## src/rtl/pcis_pkg.sv

```systemverilog
package pcis_pkg;
  localparam int REG_W    = 32;
  localparam int BE_W     = REG_W / 8;
  localparam int NFLAG    = 3;
  localparam int FLAG_LSB = 4;   // flags occupy bits 6..4
  localparam int FL_RPERR = 0;   // word bit 4
  localparam int FL_WDPE  = 1;   // word bit 5
  localparam int FL_SERR  = 2;   // word bit 6

  function automatic logic [NFLAG-1:0] pick_flags(input logic [REG_W-1:0] w);
    return w[FLAG_LSB +: NFLAG];
  endfunction

  function automatic logic [REG_W-1:0] place_flags(input logic [NFLAG-1:0] f);
    logic [REG_W-1:0] w;
    w = '0;
    w[FLAG_LSB +: NFLAG] = f;
    return w;
  endfunction

  function automatic logic lane0_on(input logic [BE_W-1:0] be);
    return be[0];
  endfunction

  function automatic logic any_enabled(input logic [NFLAG-1:0] f,
                                       input logic [NFLAG-1:0] m);
    return |(f & m);
  endfunction
endpackage

```

## src/rtl/pcis_evt_qual.sv

```systemverilog
module pcis_evt_qual
  import pcis_pkg::*;
(
  input  logic             host_mode,
  input  logic             perr_resp_en,
  input  logic             ev_serr,
  input  logic             ev_wr_dpe,
  input  logic             ev_rd_perr,
  output logic [NFLAG-1:0] set_vec
);
  logic tgt_parity_ok;
  assign tgt_parity_ok = !host_mode && perr_resp_en;

  always_comb begin
    set_vec           = '0;
    set_vec[FL_SERR]  = ev_serr && host_mode;
    set_vec[FL_WDPE]  = ev_wr_dpe && tgt_parity_ok;
    set_vec[FL_RPERR] = ev_rd_perr && tgt_parity_ok;
  end
endmodule

```

## src/rtl/pcis_flag_bank.sv

```systemverilog
module pcis_flag_bank #(
  parameter int N = 3
) (
  input  logic         clk,
  input  logic         rst_n,
  input  logic [N-1:0] set_vec,
  input  logic [N-1:0] clr_vec,
  output logic [N-1:0] flags
);
  for (genvar i = 0; i < N; i++) begin : g_flag
    always_ff @(posedge clk or negedge rst_n) begin
      if (!rst_n)          flags[i] <= 1'b0;
      else if (set_vec[i]) flags[i] <= 1'b1;   // set beats clear
      else if (clr_vec[i]) flags[i] <= 1'b0;
    end
  end
endmodule

```

## src/rtl/pcis_mask_reg.sv

```systemverilog
module pcis_mask_reg #(
  parameter int N = 3
) (
  input  logic         clk,
  input  logic         rst_n,
  input  logic         load,
  input  logic [N-1:0] din,
  output logic [N-1:0] mask
);
  always_ff @(posedge clk or negedge rst_n) begin
    if (!rst_n)    mask <= '0;
    else if (load) mask <= din;
  end
endmodule

```

## src/rtl/pci_err_status.sv

```systemverilog
module pci_err_status
  import pcis_pkg::*;
(
  input  logic             clk,
  input  logic             rst_n,
  input  logic             host_mode,
  input  logic             perr_resp_en,
  input  logic             ev_serr,
  input  logic             ev_wr_dpe,
  input  logic             ev_rd_perr,
  input  logic             lcl_wr,
  input  logic             lcl_sel,
  input  logic [BE_W-1:0]  lcl_be,
  input  logic [REG_W-1:0] lcl_wdata,
  input  logic             pci_wr,
  input  logic [REG_W-1:0] pci_wdata,
  output logic [REG_W-1:0] lcl_rdata,
  output logic [REG_W-1:0] pci_rdata,
  output logic             irq
);
  logic [NFLAG-1:0] set_vec;
  logic [NFLAG-1:0] clr_vec;
  logic [NFLAG-1:0] flags;
  logic [NFLAG-1:0] mask;
  logic             lane_hit;
  logic             flag_wr;
  logic             mask_ld;
  logic             pci_write_dropped;  // observed only by the checker

  assign lane_hit = lcl_wr && lane0_on(lcl_be);
  assign flag_wr  = lane_hit && !lcl_sel;
  assign mask_ld  = lane_hit && lcl_sel;
  assign clr_vec  = flag_wr ? ~pick_flags(lcl_wdata) : '0;
  assign pci_write_dropped = pci_wr && (pci_wdata != '0 || pci_wdata == '0);

  pcis_evt_qual u_qual (
    .host_mode    (host_mode),
    .perr_resp_en (perr_resp_en),
    .ev_serr      (ev_serr),
    .ev_wr_dpe    (ev_wr_dpe),
    .ev_rd_perr   (ev_rd_perr),
    .set_vec      (set_vec)
  );

  pcis_flag_bank #(.N(NFLAG)) u_flags (
    .clk     (clk),
    .rst_n   (rst_n),
    .set_vec (set_vec),
    .clr_vec (clr_vec),
    .flags   (flags)
  );

  pcis_mask_reg #(.N(NFLAG)) u_mask (
    .clk   (clk),
    .rst_n (rst_n),
    .load  (mask_ld),
    .din   (pick_flags(lcl_wdata)),
    .mask  (mask)
  );

  assign pci_rdata = place_flags(flags);
  assign lcl_rdata = lcl_sel ? place_flags(mask) : place_flags(flags);
  assign irq       = any_enabled(flags, mask);
endmodule

```

## config.mk

```make
export PLATFORM = sky130hd
export DESIGN_NAME = pci_err_status
export DESIGN_NICKNAME = d
export VERILOG_FILES = /design/src/rtl/pcis_pkg.sv /design/src/rtl/pcis_evt_qual.sv /design/src/rtl/pcis_flag_bank.sv /design/src/rtl/pcis_mask_reg.sv /design/src/rtl/pci_err_status.sv
export SDC_FILE = /design/constraint.sdc
export NUM_CORES = 1
export LEC_CHECK = 0
export BUFFER_PORTS_ARGS = -buffer_cell sky130_fd_sc_hd__buf_2
export CORE_MARGIN = 3
export CORE_UTILIZATION = 25
export DETAILED_ROUTE_END_ITERATION = 16
export PLACE_DENSITY_LB_ADDON = 0.05
export SLEW_MARGIN = 20
export SYNTH_ARGS = -nofsm -noshare
export SYNTH_HDL_FRONTEND = slang
export SYNTH_SLANG_ARGS = --single-unit
export TNS_END_PERCENT = 50
```

## constraint.sdc

```tcl
create_clock -name clk -period 1 [get_ports clk]
set_input_delay 0.2 -clock clk [delete_from_list [all_inputs] [get_ports clk]]
set_output_delay 0.2 -clock clk [all_outputs]
set_load 0.1 [all_outputs]
```

==> impl_results.md, run 1 <==
- Status: finished with violations
- Violated checks: negative setup slack
- Cell accounting for the most synthesized area: buf_4
- Synth Area in Simple Gates: 5.86%
- Synth Area in Compound Gates: 5.19%
- Final period util: 154%
- Seq cells post-synth: 6
- Peak supply drop: 1.18 mV
- H-Tree Depth: 1
- Hpwl dp: around 1.2 mm
- Fmax achieved: approximately 0.65 GHz
- Chip width: just over 60 um
- Initial DRC Count: 8
- Startpoint type of the worst setup path: flip-flop
- Overall global routing resource usage: between 6 and 7%
- Largest family of logic cells by synthesized area: buffers and inverters
- Clock period minus worst slack: about 1.5 ns
- RSZ-0062 raised after global routing: true
- Yosys cell types: 11
- Clock Sinks: 6
- Layout cells sized above 1: roughly a third
- Pin count of the biggest net entering global routing: 7
- Worst-path clk slew: about 0.06 ns
- Worst-path fanout max: 2
- Vias in the first global route: 392
- Final wirelength: 1.28 mm
- CP Cell Sequence: a222oi_1 > inv_2 > buf_6
- XOR/XNOR Fraction of Synth Area: 0%
- Row count: 19
- Setup Skew: 0 ns
- CP required: around 0.8 ns
- Slew Limit Fails: 0
- Most common cell after layout, fill and taps aside: conb_1
- Antenna Nets Post-Route: 0
- Die H: a little over 60 um
- Pleak: about 0.48 nW
- Root Buffer: clkbuf_4
- Power, Total: between 2 and 2.5 mW
- Synth Area in Adders: 0%
- CTS tree: done
- Initial antenna violation count: 0
- Crit path buffers/inverters: 2
- Power per cell area: roughly 2700 mW/mm^2
- Final net count: 189
- Final instance area: 871 sq um
- Slowest stage cell, crit path: dfrtp_4
- Most frequent cells in the layout: conb_1 (58), buf_2 (12), buf_12 (6)
- Via count: between 400 and 500
- IO Pins: 143
- Drt wl/cell: around 9.1 um
- Setup ws final: -0.545 ns
- Family with the most delay on the worst path: flip-flops
- Crit end category: output port
- Post-synth top area share: between 50% and 60%
- Final setup viols: 8
- Initial Util: between 20% and 30%
- HP Class: input pin to flip-flop
- Post-Place Cell Area: about 760 sq um
- Crit path DAT: ~1.3 ns
- Drt first pass iters: 4
- Mapped Cells: 81
- RePlAce Congestion: around 0.63
- CTS buffer count: 3
- Multiplexer area fraction after synthesis: under 10%
- Worst-skew pair later-pin latency: approximately 0.26 ns
- Max_cap viols: 0
- Hold slack: between 0.15 and 0.2 ns
- Routed vias/inst: ~3.3
- Syn Area/Cell: between 9 and 10 sq um
- Synth top area cells: buf_4 (58%), dfrtp_1 (20%), mux2_1 (4.5%)
- First-pass GRT wire length: roughly 1.8 mm
- Layout area overhead: 16.6%
- Number of remaining DRC errors: 0
- Max incr delay on CP: about 0.47 ns
- Clk buf depth: 2
- Register area share after synthesis: between 20% and 30%
- Final Hold Viols: 0
- DIE AREA: 0.00368 sq mm
- Ys Warns: 0
- Syn Std Cell Area: about 750 sq um
- Kind of critical path: flip-flop to output port
- Number of port buffers: 19
- GR Overflow Total: 0
- ANT cells: 0
- Core area: approximately 0.0028 sq mm
## per-layer routing
layer / share of wire (%) / wire length, um / vias up / track usage, %
met3: 15 / 189 / 5 / 4.04
met2: 49 / 632 / 47 / 9.77
met5: 0 / 0 / - / 0
met4: 2.4 / 31 / 0 / 4.64
met1: 33 / 429 / 201 / 7.96
li1: - / - / 207 / -
## synthesized netlist by cell type, drive strengths merged
master,count
a22o,1
nand3,1
mux2,6
a222oi,1
buf,58
conb,1
a32o,2
dfrtp,6
nand4bb,3
inv,2
## cell families after synthesis
| family | count (synthesis) |
|---|---|
| AO/OA/AOI/OAI | 4 |
| buffers and inverters | 60 |
| flip-flops | 6 |
| multiplexers | 6 |
| other | 1 |
| AND/OR/NAND/NOR | 4 |
## cell type report
type	count	area [sq um]
inverter	2	7.51
tap	31	38.8
multi-input combinational	72	379
timing repair buffer	26	258
fill	308	1930
clock buffer	4	26.3
sequential	6	161
## stage by stage
step	instances	TNS, ns	setup slack (ns)	utilization [%]
floorplan	138	-1.36	-0.475	-
global placement	135	-1.35	-0.369	27.1
detailed placement	135	-1.33	-0.370	27.1
CTS	140	-2.64	-0.572	30.6
global route	141	-2.98	-0.646	31.0
finish	141	-2.67	-0.545	31.0
## report_power, final
part | internal [mW] | leakage [nW] | total, mW | switching [mW]
logic | 0.314 | 0.404 | 1.75 | 1.44
clock network | 0.152 | 0.0150 | 0.257 | 0.105
registers | 0.294 | 0.0656 | 0.325 | 0.0312
## registers in the layout, summed over array words and instances, names as in the netlist
name and cells:
u_flags.flags 3, u_mask.mask 3
## final timing paths
kind | startpoint | cells after the start | end | slack (ns)
setup / recovery | u_flags.flags[0] | 3 | irq | -0.54
hold / removal | lcl_wdata[4] | 2 | u_mask.mask[0] | 0.19
setup reg to reg | u_flags.flags[1] | 3 | u_flags.flags[1] | -0.01
hold reg to reg | u_mask.mask[2] | 1 | u_mask.mask[2] | 0.53
max in group asynchronous | rst_n | 2 | u_flags.flags[2] | 0.51
min in group asynchronous | rst_n | 2 | u_flags.flags[1] | 0.30
## timing repair
| item | 4_1_cts | 5_1_grt |
|---|---|---|
| hold buffers | 1 | 0 |
| endpoints found under the setup margin | 7 | 7 |
| pin swaps | 1 | 0 |
| gates cloned | 0 | 0 |
| buffers inserted | 0 | 1 |
| endpoints found under the hold margin | 6 | 0 |
| resized for setup | 17 | 1 |
(Power assumes the default switching activity.)
==> inputs of run 2 (changes only) <==
- CORE_UTILIZATION: 25 -> 23
- clock period: 1 -> 1.37 ns (I/O delays scaled with it)
==> run 2 against run 1 <==
  * The flow still finishes with violations (negative setup slack)
  * Sequential cell count unchanged
  * Combinational power decreased by 29%
  * Critical path type unchanged
  * Register-to-register slack improved by 0.45 ns
  * Critical endpoint unchanged
  * Highest routed layer unchanged
  * Sequential share of layout area rose by 0.24 points
  * Final area fell by 1.3%
  * Via count down 0.22%
  * First-iteration DRC count rose by 75%
  * Non-clock buffer count shrank 1
  * Sequential power down 27%
==> impl_results.md, run 2 (synthesized netlist as in run 1, its figures left out) <==
- IO Pins: 143 (unchanged)
- Final net count: 188 (-0.53%)
- RSZ-0062 raised after global routing: true
- Core area: 0.00308 sq mm (+9.7%)
- DIE AREA: 0.00397 sq mm (+7.8%)
- Clock period minus worst slack: 1.62 ns
- First-pass GRT wire length: 1.90 mm (+7.8%)
- CP Cell Sequence: a222oi_1 > inv_2 > buf_6
- CTS buffer count: 3 (unchanged)
- Violated checks: negative setup slack
- Final wirelength: 1.35 mm (+5.1%)
- Final Util: 27.9% (-3.1 points)
- Setup Buffers After CTS: 0 (unchanged)
- ANT cells: 0 (unchanged)
- Filler Cell Count: 344 (+12%)
- Number of port buffers: 19 (unchanged)
- GR Overflow Total: 0 (unchanged)
- Setup ws final: -0.245 ns (+0.299 ns)
- Most common cell after layout, fill and taps aside: conb_1
- Layout area overhead: 15.1%
- Drt first pass iters: 4 (unchanged)
- Initial DRC Count: 14 (+6)
- Startpoint type of the worst setup path: flip-flop
- HP Class: input pin to flip-flop
- Status: finished with violations
- Most frequent cells in the layout: conb_1 (58), buf_2 (12), buf_12 (5)
- Grt met3 use: 3.06% (-0.98 points)
- H-Tree Depth: 1 (unchanged)
- Layout cells sized above 1: 32.1% (-0.62 points)
- RePlAce Congestion: 0.643 (+1.4%)
- Root Buffer: clkbuf_4
- Power per cell area: 1950 mW/mm^2 (-27%)
- Worst-path clk slew: 0.05 ns (about the same)
- CP required: 1.10 ns (+0.30 ns)
- Initial Util: 24.3% (-2.4 points)
- Clk buf depth: 2 (unchanged)
- Peak supply drop: 0.564 mV (-52%)
- Die H: 63.0 um (+3.8%)
- Final Hold Viols: 0 (unchanged)
- Initial antenna violation count: 0 (unchanged)
- Pleak: 0.469 nW (-3.2%)
- Clock Sinks: 6 (unchanged)
- Row count: 20 (+1)
- Met1 Resource Use GR: 6.48% (-1.5 points)
- Vias in the first global route: 390 (-0.51%)
- Crit path DAT: 1.34 ns (about the same)
- Crit end category: output port
- Grt peak-use layer: met2
- Worst-path fanout max: 2 (unchanged)
- Final period util: 118%
- Routed vias/inst: 3.00 (-8.0%)
- Slowest stage cell, crit path: dfrtp_4
- CTS tree: done
- Fmax achieved: about 0.62 GHz
- Worst-skew pair later-pin latency: 0.25 ns (about the same)
- Chip width: 63.0 um (+3.8%)
- Via count: 459 (-0.22%)
- Drt wl/cell: 8.82 um (-3.1%)
- Max incr delay on CP: 0.47 ns (about the same)
- Kind of critical path: flip-flop to output port
- Largest regs: u_flags.flags x3, u_mask.mask x3
- Setup Skew: 0 ns (unchanged)
- Number of remaining DRC errors: 0 (unchanged)
- Post-Route Setup TNS: -0.918 ns (+1.75 ns)
- Pin count of the biggest net entering global routing: 7 (unchanged)
- Hpwl dp: 1.20 mm (+4.3%)
- Antenna Nets Post-Route: 0 (unchanged)
- Max_cap viols: 0 (unchanged)
- Slew Limit Fails: 0 (unchanged)
- Final setup viols: 4 (-4)
- Grt met2 use: 10.4% (+0.64 points)
- Overall global routing resource usage: 6.50% (-0.46 points)
[run 2: cell types whose count changed in the layout (fill, tap and decap cells not counted), sizes merged]
cell / delta
buf: -1
[run 2: critical path, delay by kind of cell (launching register included)]
family | cells | cell delay (ns)
buffers and inverters | 2 | 0.25
DFF | 1 | 0.47
AOI/OAI and AO/OA | 1 | 0.37
[run 2: final timing paths]
check / from / end / slack [ns] / depth (start not counted)
min in group asynchronous: rst_n / u_flags.flags[1] / 0.37 / 2
min: lcl_wdata[6] / u_mask.mask[2] / 0.25 / 2
max reg2reg: u_flags.flags[0] / u_flags.flags[0] / 0.44 / 2
max: u_flags.flags[0] / irq / -0.25 / 3
min reg2reg: u_mask.mask[2] / u_mask.mask[2] / 0.54 / 1
max in group asynchronous: rst_n / u_flags.flags[2] / 0.82 / 2
[run 2: through the flow]
| step | power, mW | cell area, sq um | cells | hold slack [ns] | setup WS, ns |
|---|---|---|---|---|---|
| 6_report | 1.68 | 860 | 153 | 0.254 | -0.245 |
| 5_1_grt | 1.73 | 860 | 153 | 0.268 | -0.324 |
| 4_1_cts | 1.69 | 860 | 153 | 0.251 | -0.282 |
| 3_5_place_dp | 1.44 | 788 | 148 | 0.113 | -0.0690 |
| 3_3_place_gp | 1.44 | 788 | 148 | 0.114 | -0.0697 |
| 2_1_floorplan | 1.40 | 976 | 138 | -0.0216 | -0.179 |
[run 2: timing repair]
action                     CTS  global route
gates cloned                 0             0
pin swaps                    1             1
hold endpoints to repair     6             0
resized for setup           10             0
setup endpoints to repair    4             4
hold buffers                 1             0
[run 2: cell type report]
class,instances,area (sq um),area share [%]
clock buffers,4,26.3,3.06
inverters,2,7.51,0.873
multi-input cells,72,375,43.7
flip-flops and latches,6,161,18.8
well taps,44,55.1,6.40
repair buffers,25,234,27.2
[run 2: routing by layer]
| metal | part of all wire, % | wire length [um] |
|---|---|---|
| met3 | 14 | 189 |
| met5 | 0 | 0 |
| met1 | 32 | 437 |
| met2 | 52 | 696 |
| met4 | 1.9 | 26 |
[run 2: where the power goes]
group / leakage, nW / internal (mW) / switching (mW) / total (mW)
clock: 0.0150 / 0.111 / 0.0765 / 0.188
combinational: 0.388 / 0.203 / 1.05 / 1.25
sequential: 0.0656 / 0.215 / 0.0209 / 0.236
total: 0.469 / 0.529 / 1.15 / 1.68
